===== src/rtl/lcd_timing_pkg.sv =====
package lcd_timing_pkg;

   localparam int SEL_W   = 2;
   localparam int DUTY_LO = 3;
   localparam int DUTY_HI = 4;

   typedef struct packed {
      logic [SEL_W-1:0] src_sel;
      logic [SEL_W-1:0] div_sel;
   } lcd_cfg_t;

   localparam int CFG_W = $bits(lcd_cfg_t);

   // True when the frame rate of setting c at the given duty exceeds max_hz.
   // Both sides are scaled by the total division so integers stay exact.
   function automatic logic frame_too_fast(
      input lcd_cfg_t c,
      input logic     d4,
      input longint   sub_hz,
      input longint   main_hz,
      input longint   max_hz,
      input int       src_base,
      input int       lcd_base);
      longint src;
      longint lim;
      longint commons;
      int     sh;
      sh = lcd_base + int'(c.div_sel);
      if (c.src_sel == '0) begin
         src = sub_hz;
      end else begin
         src = main_hz;
         sh  = sh + src_base + int'(c.src_sel) - 1;
      end
      commons = d4 ? longint'(DUTY_HI) : longint'(DUTY_LO);
      lim = (max_hz * commons) << sh;
      return src > lim;
   endfunction

endpackage


===== src/rtl/lcd_pow2_div.sv =====
module lcd_pow2_div #(
   parameter int BASE  = 1,
   parameter int SEL_W = 2
) (
   input  logic             clk,
   input  logic             rst_n,
   input  logic             clr,
   input  logic [SEL_W-1:0] sel,
   input  logic             in_ce,
   output logic             out_ce
);
   localparam int CW = BASE + (1 << SEL_W) - 1;

   generate
      if (BASE < 1) begin : g_bad_base
         $error("lcd_pow2_div: BASE must be at least 1");
      end
      if (SEL_W < 1) begin : g_bad_sel
         $error("lcd_pow2_div: SEL_W must be at least 1");
      end
   endgenerate

   logic [CW-1:0] cnt;
   logic [CW-1:0] lim;

   // Terminal count 2^(BASE+sel)-1; the top code wraps to all ones.
   assign lim = (CW'(1) << (BASE + int'(sel))) - CW'(1);

   always_ff @(posedge clk) begin
      if (!rst_n || clr) begin
         cnt    <= '0;
         out_ce <= 1'b0;
      end else begin
         out_ce <= 1'b0;
         if (in_ce) begin
            if (cnt == lim) begin
               cnt    <= '0;
               out_ce <= 1'b1;
            end else begin
               cnt <= cnt + CW'(1);
            end
         end
      end
   end
endmodule


===== src/rtl/lcd_src_sel.sv =====
module lcd_src_sel #(
   parameter int SRC_DIV_BASE = 5,
   parameter int SEL_W        = 2
) (
   input  logic             clk,
   input  logic             rst_n,
   input  logic             clr,
   input  logic [SEL_W-1:0] src_sel,
   input  logic             main_ce,
   input  logic             sub_ce,
   output logic             src_ce
);
   logic             use_sub;
   logic             main_div_ce;
   logic             sub_q;
   logic [SEL_W-1:0] main_sel;

   assign use_sub  = (src_sel == '0);
   assign main_sel = src_sel - SEL_W'(1);

   lcd_pow2_div #(
      .BASE  (SRC_DIV_BASE),
      .SEL_W (SEL_W)
   ) u_main_div (
      .clk    (clk),
      .rst_n  (rst_n),
      .clr    (clr),
      .sel    (main_sel),
      .in_ce  (main_ce && !use_sub),
      .out_ce (main_div_ce)
   );

   // Register the direct path so both sources share one cycle of latency.
   always_ff @(posedge clk) begin
      if (!rst_n || clr) begin
         sub_q <= 1'b0;
      end else begin
         sub_q <= sub_ce && use_sub;
      end
   end

   assign src_ce = use_sub ? sub_q : main_div_ce;
endmodule


===== src/rtl/lcd_frame_ctr.sv =====
module lcd_frame_ctr #(
   parameter int DUTY_A = 3,
   parameter int DUTY_B = 4,
   parameter int IDX_W  = 2
) (
   input  logic             clk,
   input  logic             rst_n,
   input  logic             clr,
   input  logic             duty_b,
   input  logic             step_ce,
   output logic [IDX_W-1:0] idx,
   output logic             tick
);
   generate
      if (DUTY_A < 2 || DUTY_B < 2) begin : g_bad_duty
         $error("lcd_frame_ctr: a duty needs at least two commons");
      end
      if ((1 << IDX_W) < DUTY_A || (1 << IDX_W) < DUTY_B) begin : g_bad_idx
         $error("lcd_frame_ctr: IDX_W too narrow for the duty");
      end
   endgenerate

   logic [IDX_W-1:0] last;
   assign last = duty_b ? IDX_W'(DUTY_B - 1) : IDX_W'(DUTY_A - 1);

   always_ff @(posedge clk) begin
      if (!rst_n || clr) begin
         idx  <= '0;
         tick <= 1'b0;
      end else begin
         tick <= 1'b0;
         if (step_ce) begin
            if (idx == last) begin
               idx  <= '0;
               tick <= 1'b1;
            end else begin
               idx <= idx + IDX_W'(1);
            end
         end
      end
   end
endmodule


===== src/rtl/lcd_cfg_reg.sv =====
module lcd_cfg_reg
   import lcd_timing_pkg::*;
#(
   parameter int SUB_HZ       = 32768,
   parameter int MAIN_HZ      = 5000000,
   parameter int MAX_FRAME_HZ = 128,
   parameter int SRC_DIV_BASE = 5,
   parameter int LCD_DIV_BASE = 6
) (
   input  logic             clk,
   input  logic             rst_n,
   input  logic             wr,
   input  logic [CFG_W-1:0] wdata,
   input  logic             boost_on,
   input  logic             duty4,
   output lcd_cfg_t         cfg,
   output logic             cfg_change,
   output logic             lock_err,
   output logic             rate_err
);
   lcd_cfg_t wcfg;
   logic     too_fast;
   logic     accept;

   assign wcfg     = lcd_cfg_t'(wdata);
   assign too_fast = frame_too_fast(wcfg, duty4,
                                    longint'(SUB_HZ), longint'(MAIN_HZ),
                                    longint'(MAX_FRAME_HZ),
                                    SRC_DIV_BASE, LCD_DIV_BASE);
   assign accept     = wr && !boost_on && !too_fast;
   assign cfg_change = accept && (wcfg != cfg);

   always_ff @(posedge clk) begin
      if (!rst_n) begin
         cfg      <= '0;
         lock_err <= 1'b0;
         rate_err <= 1'b0;
      end else if (wr) begin
         if (boost_on) begin
            lock_err <= 1'b1;
         end else if (too_fast) begin
            rate_err <= 1'b1;
         end else begin
            cfg <= wcfg;
         end
      end
   end
endmodule


===== src/rtl/lcd_timing_gen.sv =====
module lcd_timing_gen
   import lcd_timing_pkg::*;
#(
   parameter int SUB_HZ       = 32768,
   parameter int MAIN_HZ      = 5000000,
   parameter int MAX_FRAME_HZ = 128,
   parameter int SRC_DIV_BASE = 5,
   parameter int LCD_DIV_BASE = 6,
   parameter int REG_W        = 8,
   parameter int IDX_W        = $clog2(DUTY_HI)
) (
   input  logic             clk,
   input  logic             rst_n,
   input  logic             reg_wr,
   input  logic [REG_W-1:0] reg_wdata,
   output logic [REG_W-1:0] reg_rdata,
   input  logic             boost_on,
   input  logic             main_ce,
   input  logic             sub_ce,
   input  logic             duty4,
   output logic             lcd_ce,
   output logic             frame_tick,
   output logic [IDX_W-1:0] com_idx,
   output logic             lock_err,
   output logic             rate_err
);
   generate
      if (REG_W < CFG_W) begin : g_bad_reg
         $error("lcd_timing_gen: REG_W narrower than the setting");
      end
      if (MAX_FRAME_HZ < 1 || SUB_HZ < 1 || MAIN_HZ < 1) begin : g_bad_hz
         $error("lcd_timing_gen: frequencies must be positive");
      end
   endgenerate

   lcd_cfg_t cfg;
   logic     cfg_change;
   logic     duty_q;
   logic     restart;
   logic     src_ce;

   lcd_cfg_reg #(
      .SUB_HZ       (SUB_HZ),
      .MAIN_HZ      (MAIN_HZ),
      .MAX_FRAME_HZ (MAX_FRAME_HZ),
      .SRC_DIV_BASE (SRC_DIV_BASE),
      .LCD_DIV_BASE (LCD_DIV_BASE)
   ) u_cfg (
      .clk        (clk),
      .rst_n      (rst_n),
      .wr         (reg_wr),
      .wdata      (reg_wdata[CFG_W-1:0]),
      .boost_on   (boost_on),
      .duty4      (duty4),
      .cfg        (cfg),
      .cfg_change (cfg_change),
      .lock_err   (lock_err),
      .rate_err   (rate_err)
   );

   always_ff @(posedge clk) begin
      if (!rst_n) begin
         duty_q <= 1'b0;
      end else begin
         duty_q <= duty4;
      end
   end

   assign restart = cfg_change || (duty4 != duty_q);

   lcd_src_sel #(
      .SRC_DIV_BASE (SRC_DIV_BASE),
      .SEL_W        (SEL_W)
   ) u_src (
      .clk     (clk),
      .rst_n   (rst_n),
      .clr     (restart),
      .src_sel (cfg.src_sel),
      .main_ce (main_ce),
      .sub_ce  (sub_ce),
      .src_ce  (src_ce)
   );

   lcd_pow2_div #(
      .BASE  (LCD_DIV_BASE),
      .SEL_W (SEL_W)
   ) u_lcd_div (
      .clk    (clk),
      .rst_n  (rst_n),
      .clr    (restart),
      .sel    (cfg.div_sel),
      .in_ce  (src_ce),
      .out_ce (lcd_ce)
   );

   lcd_frame_ctr #(
      .DUTY_A (DUTY_LO),
      .DUTY_B (DUTY_HI),
      .IDX_W  (IDX_W)
   ) u_frame (
      .clk     (clk),
      .rst_n   (rst_n),
      .clr     (restart),
      .duty_b  (duty_q),
      .step_ce (lcd_ce),
      .idx     (com_idx),
      .tick    (frame_tick)
   );

   assign reg_rdata = REG_W'(cfg);
endmodule


===== config.mk =====
export PLATFORM = sky130hd
export DESIGN_NAME = lcd_timing_gen
export DESIGN_NICKNAME = d
export VERILOG_FILES = /design/src/rtl/lcd_timing_pkg.sv /design/src/rtl/lcd_pow2_div.sv /design/src/rtl/lcd_src_sel.sv /design/src/rtl/lcd_frame_ctr.sv /design/src/rtl/lcd_cfg_reg.sv /design/src/rtl/lcd_timing_gen.sv
export SDC_FILE = /design/constraint.sdc
export NUM_CORES = 1
export LEC_CHECK = 0
export BUFFER_PORTS_ARGS = -buffer_cell sky130_fd_sc_hd__buf_2
export CORE_AREA = 4 4 72 74
export CTS_CLUSTER_DIAMETER = 80
export DETAILED_ROUTE_END_ITERATION = 6
export DIE_AREA = 0 0 76 78
export PLACE_DENSITY = 0.75
export SYNTH_ARGS = -nofsm -noshare
export SYNTH_HDL_FRONTEND = slang
export SYNTH_SLANG_ARGS = --single-unit

===== constraint.sdc =====
create_clock -name clk -period 8.2 [get_ports clk]
set_input_delay 1.64 -clock clk [delete_from_list [all_inputs] [get_ports clk]]
set_output_delay 1.64 -clock clk [all_outputs]
set_load 0.05 [all_outputs]

==> impl_results.md, run 1 <==
- Status: finished clean
- Lkg Pwr: 0.000985 µW
- Simple-Gate Fraction of Synth Area: 20.9%
- Synth cell types: 58
- CP Max Fanout: 23
- Hold Slack: 0.448 ns
- Final Hold Viols: 0
- Fillers: 419
- First-pass GRT wire length: 9.37 mm
- Ys Warns: 0
- CP Launch Type: input port
- CTS buffer count: 5
- Detailed placer's ending HPWL: 3.66 mm
- Data required time of the worst path: 8.33 ns
- Pwr dens: 164 nW/µm²
- Syn Inst Count: 291
- GRT Util Overall: 18.7%
- Die H: 78 µm
- CP most frequent cell: ha_1
- Total global routing overflow: 0
- CP Capture Type: register
- Non-filler cells, final: 357
- Cells after DPL: 349
- Std cell rows: 25
- Switching pwr: 159 µW
- Clk pwr share: 29.3%
- Sequential Power Share: 36.8%
- Routed Wire Length: 5.23 mm
- DRC: 0
- Post-CTS sizing: 0
- DRT Pass-1 Iters: 4
- Post-route setup TNS: 0 ns
- Syn_area_per_cell: 8.47 µm²
- Ranking of synthesized cells by area: dfxtp_1 24%, a211oi_2 8.1%, ha_1 7.6%
- Post-layout util: 57.0%
- Layout cells sized above 1: 18.8%
- Chip Width: 76 µm
- Post-Synth XOR/XNOR Area: 7.10%
- Antenna Cells: 0
- Yosys reg bits: 30
- Core footprint: 4600 µm²
- Clk_lat worst skew: 0.29 ns
- CP Cell Sequence: buf_2 -> ha_1 -> inv_1 -> fa_1 -> o21a_1 -> a21oi_4 -> nor2_1 -> a211oi_1 -> nand2_1 -> ha_1 -> a31o_1 -> a211o_1 -> and2_1 -> o22ai_2 -> o31a_4 -> a211oi_2
- Via-to-Cell Ratio: 6.01
- Final setup viols: 0
- H-tree depth: 2
- CP peak stage delay: 0.59 ns
- Via count: 2147
- Commonest non-fill, non-tap cell in the layout: dfxtp_1
- Post-synthesis sequential area ratio: 24.4%
- Final-report max-slew violation count: 0
- CP Class: input port to register
- Initial Util: 53.6%
- Maximum Capacitance Violations: 0
- Switching Fraction: 37.2%
- Hold/Removal Path Class: register to register
- Number of nets in the layout: 333
- Ys async rst share: 0%
- Synth Area in Compound Gates: 27.3%
- F_max: 0.190 GHz
- Mux share of post-synthesis cell area: 4.36%
- Area leader, netlist: dfxtp_1
- Synth Cell Area: 2470 µm²
- DIE AREA: 5930 µm²
- CP max stage cell: fa_1
- Placer's final routability congestion estimate: 0.877
- Period Utilization, post-route: 64.0%
- Top_reg_cell synth: dfxtp_1
- Logic pwr share: 34.0%
- CTS root buffer: clkbuf_8
- Sink Count: 30
- Largest net degree at the start of global routing: 24
- I/O Buffers: 20
- Area share of fa/ha/maj cells after synthesis: 8.42%
- Clk_skew: 0.00805 ns
- Commonest non-fill, non-tap cells in the layout: 30 x dfxtp_1, 27 x nand2_1, 20 x buf_2
- Clock edge transition at the registers on the reported setup and hold paths: 0.07 ns
- Internal power: 269 µW
- CTS Buffer Depth: 2
- Minimum clock period: 5.25 ns
- Share of the synthesized area in the top cell type: 24.4%
- Synthesis-to-layout area growth: 6.34%
- Peak supply drop: 0.0889 mV
- Initial antenna violation count: 0
- CP arrival: 5.38 ns
- Post-DR wirelength/cell: 14.7 µm
- Unrepaired setup endpoints after global routing: no
- Largest family of logic cells by synthesized area: compound AO/OA/AOI/OAI gates
- Hold bufs inserted after CTS: 0
- Number of I/O pins: 29
- Vias in the first global route: 2050
- Post-CTS Setup Repair Bufs: 0
- Worst Max-Slew Pin Slew: 0.828 ns
- DRT iter0 DRCs: 166
- Number of synthesized flops with an enable pin: 0
- CTS tree: done
- Routed Antenna Nets: 0
- Slew Limit Headroom: 44.7%
cell usage after synthesis (all sizes together) (3+ instances only):
cell,instances
a21oi,20
ha,15
inv,13
o21ai,13
xor2,3
dfxtp,30
nor2,14
xnor2,17
nor4,4
and2,4
mux2i,7
a211oi,21
and3,11
buf,10
nand2b,6
nand4,4
nor2b,10
nor3,5
mux2,3
or2,3
o311ai,4
clkbuf,10
nand2,27
nand3,7
logic make-up (layout without fill, tap and decap cells):
logic type / after synthesis / count (layout)
buffers and inverters: 34 / 43
muxes: 10 / 10
other: 1 / 4
and+or+nand+nor: 99 / 99
adders and majority gates: 16 / 16
xor gates and xnor gates: 20 / 20
DFF: 30 / 30
AOI/OAI and AO/OA: 81 / 81
worst max-delay path: cells and delay by family:
kind                     cells  cell delay (ns)
AO/OA/AOI/OAI                8             2.06
buffers and inverters        2             0.23
adder cells (fa/ha/maj)      3             1.11
AND/OR/NAND/NOR              3             0.34
registers in the layout, summed over array words and instances, names as in the netlist:
name / count
duty_q: 1
u_cfg.cfg: 4
u_cfg.lock_err: 1
u_cfg.rate_err: 1
u_frame.idx: 2
u_frame.tick: 1
u_lcd_div.cnt: 9
u_lcd_div.out_ce: 1
u_src.sub_q: 1
u_src.u_main_div.cnt: 8
u_src.u_main_div.out_ce: 1
stage by stage:
| stage | cell area, µm² | total power, µW | worst slack (ns) |
|---|---|---|---|
| after floorplan | 2480 | 280 | 3.34 |
| after global placement | 2530 | 303 | 2.76 |
| after detailed placement | 2530 | 305 | 2.68 |
| after CTS | 2620 | 430 | 2.97 |
| after global routing | 2620 | 457 | 2.75 |
| final | 2620 | 429 | 2.95 |
worst paths after layout:
path	depth (start not counted)	endpoint	startpoint	slack (ns)
max reg2reg	8	u_src.u_main_div.cnt[4]	u_cfg.cfg[3]	5.92
min reg2reg	2	u_cfg.rate_err	u_cfg.rate_err	0.45
max	16	u_src.u_main_div.cnt[3]	reg_wdata[2]	2.95
min	2	u_cfg.rate_err	u_cfg.rate_err	0.45
layout make-up:
class,count,area (µm²),share of cell area (%)
inverters,14,57.6,2.19
clock inverters,2,12.5,0.477
clock buffers,6,82.6,3.15
repair buffers,21,108,4.10
flip-flops and latches,30,601,22.9
well taps,54,67.6,2.58
multi-input cells,230,1690,64.6
layer usage:
metal  global-route usage, %  routed length [µm]  up-vias  share of wire [%]
met3                    5.22                 297       10                5.7
li1                        -                   -     1071                  -
met4                    6.23                  79        0                1.5
met1                    26.1                2540     1006                 49
met2                    27.6                2310       60                 44
met5                       0                   0        -                  0
power groups by stage:
stage | registers [µW] | clock network [µW] | logic, µW
after floorplan | 172 | 0 | 108
after global placement | 161 | 0 | 143
after detailed placement | 161 | 0 | 144
after CTS | 158 | 127 | 145
after global routing | 159 | 137 | 161
final | 158 | 125 | 146
No activity file was read; power rests on OpenSTA's default activity.
==> run 2, diff against run 1 <==
--- a/config.mk
+++ b/config.mk
@@ -5,11 +5,12 @@
 export SDC_FILE = /design/constraint.sdc
 export NUM_CORES = 1
 export LEC_CHECK = 0
+export ABC_AREA = 1
 export BUFFER_PORTS_ARGS = -buffer_cell sky130_fd_sc_hd__buf_2
-export CORE_AREA = 4 4 72 74
+export CORE_AREA = 4 4 68 70
 export CTS_CLUSTER_DIAMETER = 80
 export DETAILED_ROUTE_END_ITERATION = 6
-export DIE_AREA = 0 0 76 78
+export DIE_AREA = 0 0 72 74
 export PLACE_DENSITY = 0.75
 export SYNTH_ARGS = -nofsm -noshare
 export SYNTH_HDL_FRONTEND = slang
==> constraint.sdc (replaced) <==
create_clock -name clk -period 5.1 [get_ports clk]
set_input_delay 1.02 -clock clk [delete_from_list [all_inputs] [get_ports clk]]
set_output_delay 1.02 -clock clk [all_outputs]
set_load 0.05 [all_outputs]
==> impl_results.md, run 2 <==
- Final Hold Viols: 0 (unchanged)
- Hold/Removal Path Class: register to register
- Commonest non-fill, non-tap cells in the layout: 57 x nand2_1, 35 x inv_1, 32 x nor2_1
- Top_reg_cell synth: dfxtp_1
- Final-report max-slew violation count: 0 (unchanged)
- Fin area: 2360 µm² (-10%)
- Cells after DPL: 374 (+7.2%)
- CP most frequent cell: nand2_1
- Reg2reg setup slack: 2.95 ns (-2.97 ns)
- CP peak stage delay: 0.35 ns (-0.24 ns)
- Number of synthesized flops with an enable pin: 0 (unchanged)
- Switching pwr: 200 µW (+26%)
- CP Capture Type: register
- Biggest regs: u_lcd_div.cnt (9), u_src.u_main_div.cnt (8), u_cfg.cfg (4)
- F_max: 0.261 GHz
- Data required time of the worst path: 5.25 ns (-3.08 ns)
- Sequential Power Share: 41.9% (+5.1 points)
- Post-CTS sizing: 0 (unchanged)
- CTS tree: done
- Ys async rst share: 0% (unchanged)
- Post-synthesis sequential area ratio: 27.7% (+3.3 points)
- Sink Count: 30 (unchanged)
- Number of I/O pins: 29 (unchanged)
- Area leader, netlist: dfxtp_1
- DRC: 0 (unchanged)
- GR peak layer: met2
- Routed Wire Length: 4.19 mm (-20%)
- Maximum Capacitance Violations: 0 (unchanged)
- H-tree depth: 2 (unchanged)
- CP Launch Type: input port
- DP Worst Slack: 0.958 ns (-1.72 ns)
- Vias in the first global route: 1828 (-11%)
- Synthesis-to-layout area growth: 8.77%
- CTS buffer count: 5 (unchanged)
- Std cell rows: 23 (-8.0%)
- Status: finished clean
- Ranking of synthesized cells by area: dfxtp_1 28%, nand2_1 9.9%, ha_1 8.7%
- DIE AREA: 5330 µm² (-10%)
- Via-to-Cell Ratio: 5.10 (-15%)
- CTS root buffer: clkbuf_8
- Detailed placer's ending HPWL: 3.39 mm (-7.6%)
- Core footprint: 3970 µm² (-14%)
- CP Cell Sequence: buf_2 -> ha_1 -> inv_1 -> fa_1 -> inv_1 -> ha_1 -> nand2_1 -> nand2_2 -> nor2_1 -> a22oi_1 -> ha_1 -> or2_2 -> nand3_1 -> nand2_1 -> nand2_1 -> nand2_1 -> nand3_4 -> nand3_2 -> nand2_4 -> nor2_1
- DRT iter0 DRCs: 86 (-48%)
- Share of the synthesized area in the top cell type: 27.7% (+3.3 points)
- DRT Pass-1 Iters: 4 (unchanged)
- Met2 Use GR: 31.1% (+3.6 points)
- CP Class: input port to register
- Pwr dens: 249 nW/µm² (+52%)
- I/O Buffers: 20 (unchanged)
- Clk_lat worst skew: 0.28 ns (about the same)
- Layout cells sized above 1: 21.8% (+2.9 points)
- Logic pwr share: 28.8% (-5.2 points)
- Post-CTS Setup Repair Bufs: 0 (unchanged)
- Routed Antenna Nets: 0 (unchanged)
- Yosys reg bits: 30 (unchanged)
- Unrepaired setup endpoints after global routing: no
- Clk pwr share: 29.3% (about the same)
- Post-DR wirelength/cell: 11.0 µm (-25%)
- Clk_skew: 0.00501 ns (-0.00304 ns)
- CP Max Fanout: 23 (unchanged)
- Syn Inst Count: 307 (+5.5%)
- Syn_area_per_cell: 7.07 µm² (-17%)
- Initial Util: 54.6% (+1.0 points)
- Worst Max-Slew Pin Slew: 0.629 ns (-0.199 ns)
- Slew Limit Headroom: 57.9% (+13 points)
- Period Utilization, post-route: 75.2%
- Worst setup margin: 1.26 ns (-1.69 ns)
- Largest Register: u_lcd_div.cnt
- GR met3 Demand/Resource: 4.86% (-0.36 points)
- Synth Cell Area: 2170 µm² (-12%)
- Total global routing overflow: 0 (unchanged)
- Synth top cells by count: 57 x nand2_1, 35 x inv_1, 32 x nor2_1, 30 x dfxtp_1, 30 x nand3_1
- CP arrival: 3.99 ns (-1.39 ns)
- Chip Width: 72 µm (-5.3%)
- Lkg Pwr: 0.00108 µW (+9.9%)
- Die H: 74 µm (-5.1%)
- Initial antenna violation count: 0 (unchanged)
- Internal power: 388 µW (+44%)
- Met1 Use GR: 22.1% (-3.9 points)
- Largest net degree at the start of global routing: 24 (unchanged)
- Final setup viols: 0 (unchanged)
- GRT Util Overall: 18.1% (-0.64 points)
- Max reg flops: 9 (unchanged)
- Area after DPL: 2280 µm² (-9.7%)
- Via count: 1945 (-9.4%)
- Placer's final routability congestion estimate: 0.804 (-8.3%)
- Ys Warns: 0 (unchanged)
- Commonest non-fill, non-tap cell in the layout: nand2_1
- CTS Buffer Depth: 2 (unchanged)
- Post-route setup TNS: 0 ns (unchanged)
- Synth cell types: 37 (-36%)
- Clock edge transition at the registers on the reported setup and hold paths: 0.05 ns (-0.02 ns)
- Number of nets in the layout: 362 (+8.7%)
- Minimum clock period: 3.84 ns
- Hold bufs inserted after CTS: 0 (unchanged)
- Antenna Cells: 0 (unchanged)
- Peak supply drop: 0.186 mV (+110%)
- First-pass GRT wire length: 7.64 mm (-18%)
- Non-filler cells, final: 381 (+6.7%)
- Cell with the most instances after synthesis: nand2_1
- CP max stage cell: fa_1
- Switching Fraction: 34.1% (-3.1 points)
[run 2: cell count changes in the layout (fill, tap and decap cells not counted), moves of 10 or more]
| cell | change |
|---|---|
| a211oi_2 | -16 |
| and3_1 | -11 |
| inv_1 | +22 |
| nand2_1 | +30 |
| nand3_1 | +23 |
| nor2_1 | +18 |
| nor2_2 | +21 |
| nor2b_1 | -10 |
| xnor2_1 | -15 |
[run 2: through the flow]
step	power [µW]	hold WS [ns]	util, %
after floorplan	391	0.494	-
after detailed placement	421	0.456	57.5
final	588	0.460	59.4
after global routing	629	0.497	59.4
after CTS	597	0.465	59.4
after global placement	417	0.432	57.5
[run 2: layout make-up]
| class | count | area, µm² |
|---|---|---|
| well taps | 50 | 62.6 |
| fillers | 411 | 1610 |
| repair buffers | 20 | 100 |
| inverters | 39 | 146 |
| multi-input cells | 235 | 1370 |
| flip-flops and latches | 30 | 601 |
| clock buffers | 7 | 76.3 |
[run 2: final timing paths]
kind | from | cells past startpoint | to
worst max-delay path | reg_wdata[2] | 20 | u_lcd_div.cnt[5]
worst min-delay path | u_cfg.rate_err | 2 | u_cfg.rate_err
worst max register to register | u_cfg.cfg[2] | 14 | u_lcd_div.cnt[8]
worst min register to register | u_cfg.rate_err | 2 | u_cfg.rate_err
[run 2: power groups by stage]
stage / registers (µW) / clock network [µW] / logic (µW)
after global placement: 251 / 0 / 165
after global routing: 247 / 191 / 191
after CTS: 247 / 180 / 170
after detailed placement: 252 / 0 / 169
final: 247 / 172 / 169
after floorplan: 265 / 0 / 126
[run 2: logic make-up after synthesis]
group	count (synthesis)	synth area share, %
xor gates and xnor gates	7	2.83
and+or+nand+nor	168	38.5
other	1	0.173
AOI/OAI and AO/OA	40	11.7
adders and majority gates	16	9.57
buffers and inverters	45	9.52
DFF	30	27.7
[run 2: routing by layer]
layer | wire length (µm) | vias up | share of wire [%]
met5 | 0 | - | 0
met4 | 48 | 0 | 1.1
met3 | 173 | 4 | 4.1
met2 | 2030 | 30 | 48
met1 | 1940 | 868 | 46
li1 | - | 1043 | -
[run 2: critical path, delay by kind of cell]
kind                     cells  cell delay, ns
buffers and inverters        3            0.27
AO/OA/AOI/OAI                1            0.12
adder cells (fa/ha/maj)      4            0.97
AND/OR/NAND/NOR             12            1.61
